[config.mk]
export PLATFORM = sky130hd
export DESIGN_NAME = cisa_pc_seq
export DESIGN_NICKNAME = d
export VERILOG_FILES = /design/src/rtl/cisa_pkg.sv /design/src/rtl/cisa_branch_eval.sv /design/src/rtl/cisa_abs_target.sv /design/src/rtl/cisa_pc_seq.sv
export SDC_FILE = /design/constraint.sdc
export NUM_CORES = 1
export LEC_CHECK = 0
export BUFFER_PORTS_ARGS = -buffer_cell sky130_fd_sc_hd__buf_2
export CAP_MARGIN = 20
export CORE_ASPECT_RATIO = 1.25
export CORE_MARGIN = 2
export CORE_UTILIZATION = 40
export DETAILED_ROUTE_END_ITERATION = 16
export PLACE_DENSITY = 0.66
export SETUP_SLACK_MARGIN = 0.15
export SYNTH_ARGS = -nofsm -noshare
export SYNTH_HDL_FRONTEND = slang
export SYNTH_SLANG_ARGS = --single-unit
[constraint.sdc]
create_clock -name clk -period 8.9 [get_ports clk]
set_input_delay 0.445 -clock clk [delete_from_list [all_inputs] [get_ports clk]]
set_output_delay 0.445 -clock clk [all_outputs]
set_load 0.02 [all_outputs]
[src/rtl/cisa_pkg.sv]
package cisa_pkg;

    localparam int HALF_BYTES = 2;

    typedef enum logic [3:0] {
        XK_NONE  = 4'd0,
        XK_BEQZ  = 4'd1,
        XK_BNEZ  = 4'd2,
        XK_BT8Z  = 4'd3,
        XK_BT8NZ = 4'd4,
        XK_BRA   = 4'd5,
        XK_JREG  = 4'd6,
        XK_JRET  = 4'd7,
        XK_JLREG = 4'd8,
        XK_JABS  = 4'd9,
        XK_JABSX = 4'd10
    } xfer_e;

    typedef enum logic [1:0] {
        S_RUN  = 2'd0,
        S_WAIT = 2'd1,
        S_SLOT = 2'd2
    } seq_state_e;

    function automatic logic is_jump(input logic [3:0] k);
        return (k >= 4'd6) && (k <= 4'd10);
    endfunction

    function automatic logic is_abs(input logic [3:0] k);
        return (k == 4'd9) || (k == 4'd10);
    endfunction

endpackage

[src/rtl/cisa_branch_eval.sv]
module cisa_branch_eval
    import cisa_pkg::*;
#(
    parameter int PC_W = 32
) (
    input  logic [3:0]      kind,
    input  logic [PC_W-1:0] pc,
    input  logic [10:0]     imm,
    input  logic [PC_W-1:0] gpr,
    input  logic [PC_W-1:0] t8,
    output logic [PC_W-1:0] br_next
);
    logic [PC_W-1:0] seq_pc;
    logic [PC_W-1:0] off;
    logic            taken;

    always_comb begin
        seq_pc = pc + PC_W'(HALF_BYTES);
        if (kind == XK_BRA)
            off = {{(PC_W-11){imm[10]}}, imm} << 1;
        else
            off = {{(PC_W-8){imm[7]}}, imm[7:0]} << 1;
        case (kind)
            XK_BEQZ:  taken = (gpr == '0);
            XK_BNEZ:  taken = (gpr != '0);
            XK_BT8Z:  taken = (t8 == '0);
            XK_BT8NZ: taken = (t8 != '0);
            XK_BRA:   taken = 1'b1;
            default:  taken = 1'b0;
        endcase
        br_next = taken ? (seq_pc + off) : seq_pc;
    end
endmodule

[src/rtl/cisa_abs_target.sv]
module cisa_abs_target #(
    parameter int PC_W = 32
) (
    input  logic [PC_W-27:0] nia_top,
    input  logic [9:0]       hi_fields,
    input  logic [15:0]      lo_half,
    input  logic             flip_mode,
    output logic [PC_W-1:0]  target
);
    logic [PC_W-1:0] raw;

    always_comb begin
        raw    = {nia_top, hi_fields[9:5], hi_fields[4:0], lo_half};
        target = {raw[PC_W-1:1], raw[0] ^ flip_mode};
    end
endmodule

[src/rtl/cisa_pc_seq.sv]
module cisa_pc_seq
    import cisa_pkg::*;
#(
    parameter int PC_W = 32
) (
    input  logic            clk,
    input  logic            rst,
    input  logic            insn_valid,
    input  logic [PC_W-1:0] cur_pc,
    input  logic [3:0]      xfer_kind,
    input  logic [10:0]     br_imm,
    input  logic [9:0]      jhi_fields,
    input  logic [15:0]     second_half,
    input  logic [PC_W-1:0] reg_val,
    input  logic [PC_W-1:0] t8_val,
    output logic            npc_valid,
    output logic [PC_W-1:0] next_pc,
    output logic            ra_we,
    output logic [PC_W-1:0] ra_val,
    output logic            in_dslot,
    output logic [PC_W-1:0] pcrel_word,
    output logic [PC_W-1:0] pcrel_dword,
    output logic            jump_illegal
);
    localparam int TOP_W = PC_W - 26;

    seq_state_e      state_q, state_d;
    logic [PC_W-1:0] jpc_q, jpc_d;
    logic [PC_W-1:0] tgt_q, tgt_d;
    logic [9:0]      hi_q, hi_d;
    logic            flip_q, flip_d;

    logic [PC_W-1:0] br_next;
    logic [PC_W-1:0] abs_tgt;
    logic [PC_W-1:0] nia;
    logic [PC_W-1:0] base;

    cisa_branch_eval #(.PC_W(PC_W)) u_br (
        .kind    (xfer_kind),
        .pc      (cur_pc),
        .imm     (br_imm),
        .gpr     (reg_val),
        .t8      (t8_val),
        .br_next (br_next)
    );

    assign nia = jpc_q + PC_W'(2 * HALF_BYTES);

    cisa_abs_target #(.PC_W(PC_W)) u_abs (
        .nia_top   (nia[PC_W-1:PC_W-TOP_W]),
        .hi_fields (hi_q),
        .lo_half   (second_half),
        .flip_mode (flip_q),
        .target    (abs_tgt)
    );

    always_comb begin
        state_d      = state_q;
        jpc_d        = jpc_q;
        tgt_d        = tgt_q;
        hi_d         = hi_q;
        flip_d       = flip_q;
        npc_valid    = 1'b0;
        next_pc      = '0;
        ra_we        = 1'b0;
        ra_val       = '0;
        jump_illegal = 1'b0;
        in_dslot     = (state_q == S_SLOT);
        if (insn_valid) begin
            case (state_q)
                S_RUN: begin
                    if (is_abs(xfer_kind)) begin
                        state_d = S_WAIT;
                        jpc_d   = cur_pc;
                        hi_d    = jhi_fields;
                        flip_d  = (xfer_kind == XK_JABSX);
                    end else if (is_jump(xfer_kind)) begin
                        npc_valid = 1'b1;
                        next_pc   = cur_pc + PC_W'(HALF_BYTES);
                        state_d   = S_SLOT;
                        jpc_d     = cur_pc;
                        tgt_d     = reg_val;
                        if (xfer_kind == XK_JLREG) begin
                            ra_we  = 1'b1;
                            ra_val = cur_pc + PC_W'(2 * HALF_BYTES);
                        end
                    end else begin
                        npc_valid = 1'b1;
                        next_pc   = br_next;
                    end
                end
                S_WAIT: begin
                    npc_valid = 1'b1;
                    next_pc   = nia;
                    tgt_d     = abs_tgt;
                    state_d   = S_SLOT;
                end
                default: begin
                    npc_valid    = 1'b1;
                    next_pc      = tgt_q;
                    jump_illegal = is_jump(xfer_kind);
                    state_d      = S_RUN;
                end
            endcase
        end
    end

    always_ff @(posedge clk) begin
        if (rst) begin
            state_q <= S_RUN;
            jpc_q   <= '0;
            tgt_q   <= '0;
            hi_q    <= '0;
            flip_q  <= 1'b0;
        end else begin
            state_q <= state_d;
            jpc_q   <= jpc_d;
            tgt_q   <= tgt_d;
            hi_q    <= hi_d;
            flip_q  <= flip_d;
        end
    end

    assign base        = in_dslot ? jpc_q : cur_pc;
    assign pcrel_word  = {base[PC_W-1:2], 2'b00};
    assign pcrel_dword = {base[PC_W-1:3], 3'b000};

    p_illegal_only_in_slot_r11: assert property (@(posedge clk) disable iff (rst)
        jump_illegal |-> in_dslot);

    p_no_link_in_slot_r7: assert property (@(posedge clk) disable iff (rst)
        ra_we |-> !in_dslot);

    p_link_opens_slot_r6: assert property (@(posedge clk) disable iff (rst)
        ra_we |=> in_dslot);

    p_slot_lasts_one_r6: assert property (@(posedge clk) disable iff (rst)
        (in_dslot && insn_valid) |=> !in_dslot);

    p_abs_first_stalls_r8: assert property (@(posedge clk) disable iff (rst)
        (insn_valid && state_q == S_RUN && is_abs(xfer_kind)) |-> !npc_valid);

    p_idle_no_npc_r12: assert property (@(posedge clk) disable iff (rst)
        !insn_valid |-> !npc_valid);

    p_idle_holds_slot_r12: assert property (@(posedge clk) disable iff (rst)
        !insn_valid |=> (in_dslot == $past(in_dslot)));

endmodule

-- After elaboration in Yosys (flattened, before gate mapping)
Cells that the tools add are included.
- flip-flop bits (word level): 77
- input bits: 140
- output and inout port bits: 132
- add/sub/neg operators: 4
- magnitude comparators: 2
- eq/ne operators: 13
- mux-type cells: 31
- bitwise operators: 1
- reduce and logical (&&, ||, !) cells: 14
- operators with widths (kind ; number):
    two-way mux 32 bit ; 15
    case mux 32 bit (2 select lines) ; 2
    adder 32 x 3 -> 32 bit, second input constant ; 2
    logical NOT 32 bit ; 2
    nonzero test 32 bit ; 2
    adder 32 x 2 -> 32 bit, second input constant ; 1
    adder 32 bit ; 1
    == test 4 bit, second input constant ; 3
    two-way mux 1 bit ; 10
    == test 4 x 2 -> 1 bit, second input constant ; 2
    == test 4 x 3 -> 1 bit, second input constant ; 2
    AND reduction 3 bit ; 2
    case mux 1 bit (5 select lines) ; 1
    == test 4 x 1 -> 1 bit, second input constant ; 1
    >= comparator 4 x 3 -> 1 bit, second input constant ; 1
    <= comparator 4 bit, second input constant ; 1
    two-way mux 2 bit ; 2
    inequality test 2 bit, second input constant ; 2
    case mux 2 bit (2 select lines) ; 1
    AND reduction 4 bit ; 1
    nonzero test 2 bit ; 2
    inequality test 3 bit, second input constant ; 1
    == test 2 x 1 -> 1 bit, second input constant ; 1
    == test 2 bit, second input constant ; 1
    other kinds (6) ; 6

-- Depth between registers and ports, before layout
- word-level depth: 8
- gate-level depth with buffers: 18
- gate-level depth less buffers: 17

-- Modules after synthesis
Synthesis repeated with hierarchy kept, for this count alone.
- cells, all modules: 1335
- area, all modules: 9544.2 µm²
- by module, submodules not included (module ; times used ; cells an instance ; area each (µm²) ; sequential area each (µm²)):
    cisa_pc_seq ; 1 ; 907 ; 6517.5 ; 1541.5
    cisa_branch_eval ; 1 ; 396 ; 2785.2 ; 0.0
    cisa_abs_target ; 1 ; 32 ; 241.5 ; 0.0

-- Worst setup path before layout
Ideal clock, no wire load.
- path kind: input port to output port
- start: in xfer_kind[1]
- end: out next_pc[23]
- data arrival time: 3.843 ns
- data required time: 8.455 ns
- setup slack: 4.612 ns
- cell stages on the path: 16
- buffers on the path: 2
- cells stage by stage: buf_2 -> nor2b_1 -> a21boi_0 -> a31oi_1 -> inv_1 -> ha_1 -> clkbuf_1 -> a21oi_1 -> o211ai_1 -> a2111o_1 -> a21oi_1 -> o21ai_1 -> a221oi_1 -> xnor2_1 -> mux2i_1 -> a21boi_1
- longest elaborated chain between the ends: 8
- elaborated cells on any way between the ends: 19
- RTL lines (item ; line ; text):
    from (decl) ; cisa_pc_seq.sv:10 ; input logic [3:0] xfer_kind,
    == test 4 x 3 -> 1 bit ; cisa_branch_eval.sv:19, cisa_branch_eval.sv:23 ;
    two-way mux 32 bit ; cisa_branch_eval.sv:19 ; if (kind == XK_BRA)
    adder 32 bit ; cisa_branch_eval.sv:31 ; br_next = taken ? (seq_pc + off) : seq_pc;
    two-way mux 32 bit ; cisa_branch_eval.sv:31 ;
    two-way mux 32 bit ; cisa_pc_seq.sv:77 ; end else if (is_jump(xfer_kind)) begin
    two-way mux 32 bit (*) ; cisa_pc_seq.sv:72 ; if (is_abs(xfer_kind)) begin
    case mux 32 bit (2 select lines) (*) ; cisa_pc_seq.sv:70 ; case (state_q)
    two-way mux 32 bit (*) ; cisa_pc_seq.sv:69 ; if (insn_valid) begin
    to (decl) ; cisa_pc_seq.sv:17 ; output logic [PC_W-1:0] next_pc,
Every way passes the cells marked *; elsewhere a longest branch is shown, timed or not.

-- Worst setup path in the final report
- start: in xfer_kind[0]
- end: out next_pc[28]
Same word-level chain as after synthesis.

==> impl_metrics.ini <==
[final_layout]
final_common_cell = buf_2
utilization_pct = 48.1
num-fill-cells = 2071
mostFrequentLayoutCells = 266 x buf_2, 195 x nand2_1, 140 x nor2_1, 89 x a21oi_1, 77 x dfxtp_1
layout-drive-gt1-share_pct = 25.0
fin_nets = 1532
flow.area_growth_from_synthesis_pct = 18.1

[timing]
setup_tns_ns = 0
hold_violations = 0
fin_ws_ns = 3.48
setup_violations = 0
timing.final.crit_share_pct = 60.9
fin_hold_ws_ns = 0.330
rsz0062_at_grt = false
final_max_slew_viol_count = 0
fmax_mhz = 185
finClkSkew_ns = 0.0137
worst_pin_slew_ns = 1.06
fin_crit_ns = 5.42
slew_headroom_pct = 29.0

[clock_network]
cts.sink_count = 77
cts_resized = 0
tritoncts = yes
numCtsBuffers = 9
ctsHtreeMaxLevel = 3
clock_latency_ns = 0.35
cts-root-buf = clkbuf_16
cts_setup_buffers = 0
clkTransAtPathRegs_ns = 0.06
clockBufferDepth = 2
postCtsHoldBufs = 0

[detailed_routing]
wl_met3_um = 2150
route.detailed.drc = 0
wl_met1_um = 13900
wire_per_inst_um = 18.9
dr.pass1.iters = 6
routed_via_density = 5.65
dr_wl_met2_um = 14000
routed_wl_um = 30800
drt_iter0_drc = 720
vias = 9200
antenna_left = 0
dr.max_layer_used = met4

[global_route]
grt_pass1_wl_um = 46600
grt_usage_pct = 27.2
grt_max_degree = 78
grt_antenna_before_repair = 1
grt_pass1_vias = 8402
gr-total-overflow = 0

[worst_setup_path]
regToRegSetupSlack_ns = 5.96
cp.required_ns = 8.46
start_kind = primary input
path_max_fanout = 28
crit_chain = buf_2 > nor2b_1 > a21boi_0 > a31oi_1 > inv_1 > ha_1 > a21o_1 > a31oi_1 > a2bb2oi_1 > a21boi_0 > o21ai_0 > a211oi_1 > o21ai_0 > o22ai_1 > a41o_1 > buf_2
crit_type = primary input to primary output
crit_cells = 16
crit_arrival_ns = 4.97
critPathTopFamily = compound AO/OA/AOI/OAI gates
crit_path_max_incr_delay_ns = 0.55
crit_buf_inv = 3
crit_slowest_cell = inv_1
crit_path_end_kind = primary output
r2r_cells = 6

[placed_design]
finalWeightedCongestion = 0.953
place_hpwl_um = 23700
pre_cts_ws_ns = 3.63
io_buffers = 266

[floorplanning]
dieArea_um2 = 21700
die_w_um = 132
rows = 58
start_util_pct = 40.8
coreArea_um2 = 20100
die_h_um = 164
io_pins = 272

[synth]
synth_top_family_by_area = simple AND/OR/NAND/NOR gates
synth_cells = 1176
synth_edf_count = 0
ys_warn_count = 0
syn_area_um2 = 8200
synthAdderAreaFrac_pct = 6.04
synth_compound_area_share_pct = 22.1
synth-xor-area-share_pct = 10.9
synth_seq_area_share_pct = 18.8
synth.avg_cell_area_um2 = 6.97
synthFlopType = dfxtp_1
synthSimpleGateAreaFrac_pct = 28.0
ys_ff_latch = 77
synth-async-reset-ratio_pct = 0
synthDistinctLibCells = 72
synth_mux_area_share_pct = 5.42

[job]
cap_violations = 0

[status]
run_status = complete, no violations

[pwr]
peakVddDrop_mv = 0.0773
cellLeakagePower_nw = 4.19
power.density_nw_per_um2 = 130

[min_path]
hold_path_depth = 3
hold_path.class = primary input to register
power breakdown:
| group | switching [mW] | internal, mW | total (mW) |
|---|---|---|---|
| combinational | 0.313 | 0.181 | 0.494 |
| clock | 0.162 | 0.218 | 0.380 |
| sequential | 0.0190 | 0.364 | 0.383 |
| total | 0.494 | 0.763 | 1.26 |
cell families (layout without fill, tap and decap cells):
| logic type | after synthesis | count (layout) |
|---|---|---|
| multiplexers | 41 | 41 |
| XOR/XNOR | 102 | 102 |
| AO/OA/AOI/OAI | 275 | 275 |
| adder cells (fa/ha/maj) | 39 | 39 |
| AND/OR/NAND/NOR | 499 | 499 |
| flip-flops | 77 | 77 |
| buffers and inverters | 142 | 320 |
| other | 1 | 6 |
path summary, 6_finish.rpt:
path                                               from                      to
worst max register to register  state_q[0]$_SDFFE_PP0P_  tgt_q[31]$_SDFFE_PP0P_
worst min register to register   tgt_q[28]$_SDFFE_PP0P_  tgt_q[28]$_SDFFE_PP0P_
worst min-delay path                      jhi_fields[1]    hi_q[1]$_SDFFE_PP0P_
worst max-delay path                       xfer_kind[0]             next_pc[28]
metrics by stage:
| stage | cell area (µm²) | total power, mW | cells |
|---|---|---|---|
| after CTS | 9670 | 1.26 | 1628 |
| after floorplan | 8210 | 0.728 | 1180 |
| after global placement | 9380 | 0.875 | 1612 |
| after global routing | 9680 | 1.32 | 1629 |
| final | 9680 | 1.26 | 1629 |
| after detailed placement | 9380 | 0.875 | 1612 |
area by class of cell:
| cell class | count | area (µm²) | area share (%) |
|---|---|---|---|
| Multi-Input combinational cell | 961 | 5990 | 61.9 |
| Sequential cell | 77 | 1540 | 15.9 |
| Timing Repair Buffer | 277 | 1410 | 14.6 |
| Tap cell | 270 | 338 | 3.49 |
| Clock buffer | 11 | 233 | 2.40 |
| Inverter | 27 | 101 | 1.05 |
| Clock inverter | 5 | 58.8 | 0.608 |
| Antenna cell | 1 | 2.50 | 0.0259 |
flip-flops by register name (all words and copies together), names as in the netlist:
signal   flops
tgt_q       32
state_q      2
hi_q        10
jpc_q       32
flip_q       1
tightest hold or removal path: cells and delay by family:
kind	cells	cell delay, ns
buf+inv	1	0.07
mux	1	0.05
simple gates	1	0.07
Yosys cell counts, types with 3 or more instances:
cell | number | area, µm²
a211oi_1 | 11 | 82.6
a21boi_0 | 5 | 37.5
a21o_1 | 12 | 90.1
a21oi_1 | 89 | 445
a221oi_1 | 11 | 96.3
a222oi_1 | 3 | 30.0
a22oi_1 | 5 | 37.5
a311oi_1 | 27 | 236
a31oi_1 | 6 | 37.5
and2_1 | 5 | 31.3
and3_1 | 13 | 81.3
and4_1 | 4 | 35.0
buf_2 | 7 | 35.0
buf_4 | 38 | 285
buf_6 | 3 | 33.8
clkbuf_1 | 65 | 244
dfxtp_1 | 77 | 1540
ha_1 | 38 | 475
inv_1 | 25 | 93.8
mux2_2 | 27 | 304
mux2i_1 | 14 | 140
nand2_1 | 195 | 732
nand2b_1 | 6 | 37.5
nand3_1 | 32 | 160
nand4_1 | 24 | 150
nor2_1 | 141 | 529
nor2b_1 | 6 | 37.5
nor3_1 | 22 | 110
nor3b_1 | 3 | 22.5
nor4_1 | 18 | 113
o211a_1 | 5 | 50.1
o211ai_1 | 7 | 52.6
o21a_1 | 8 | 60.1
o21ai_0 | 54 | 270
o21ai_1 | 3 | 15.0
o221ai_1 | 3 | 26.3
o22ai_1 | 3 | 18.8
or2_2 | 5 | 31.3
or3_1 | 14 | 87.6
or4_1 | 3 | 22.5
xnor2_1 | 64 | 561
xor2_1 | 38 | 333
routing by layer:
layer	global-route usage [%]	vias up
met3	3.02	50
li1	-	4475
met4	8.40	0
met5	0	-
met2	44.6	368
met1	37.7	4307
Power figures use the tool's default switching activity.
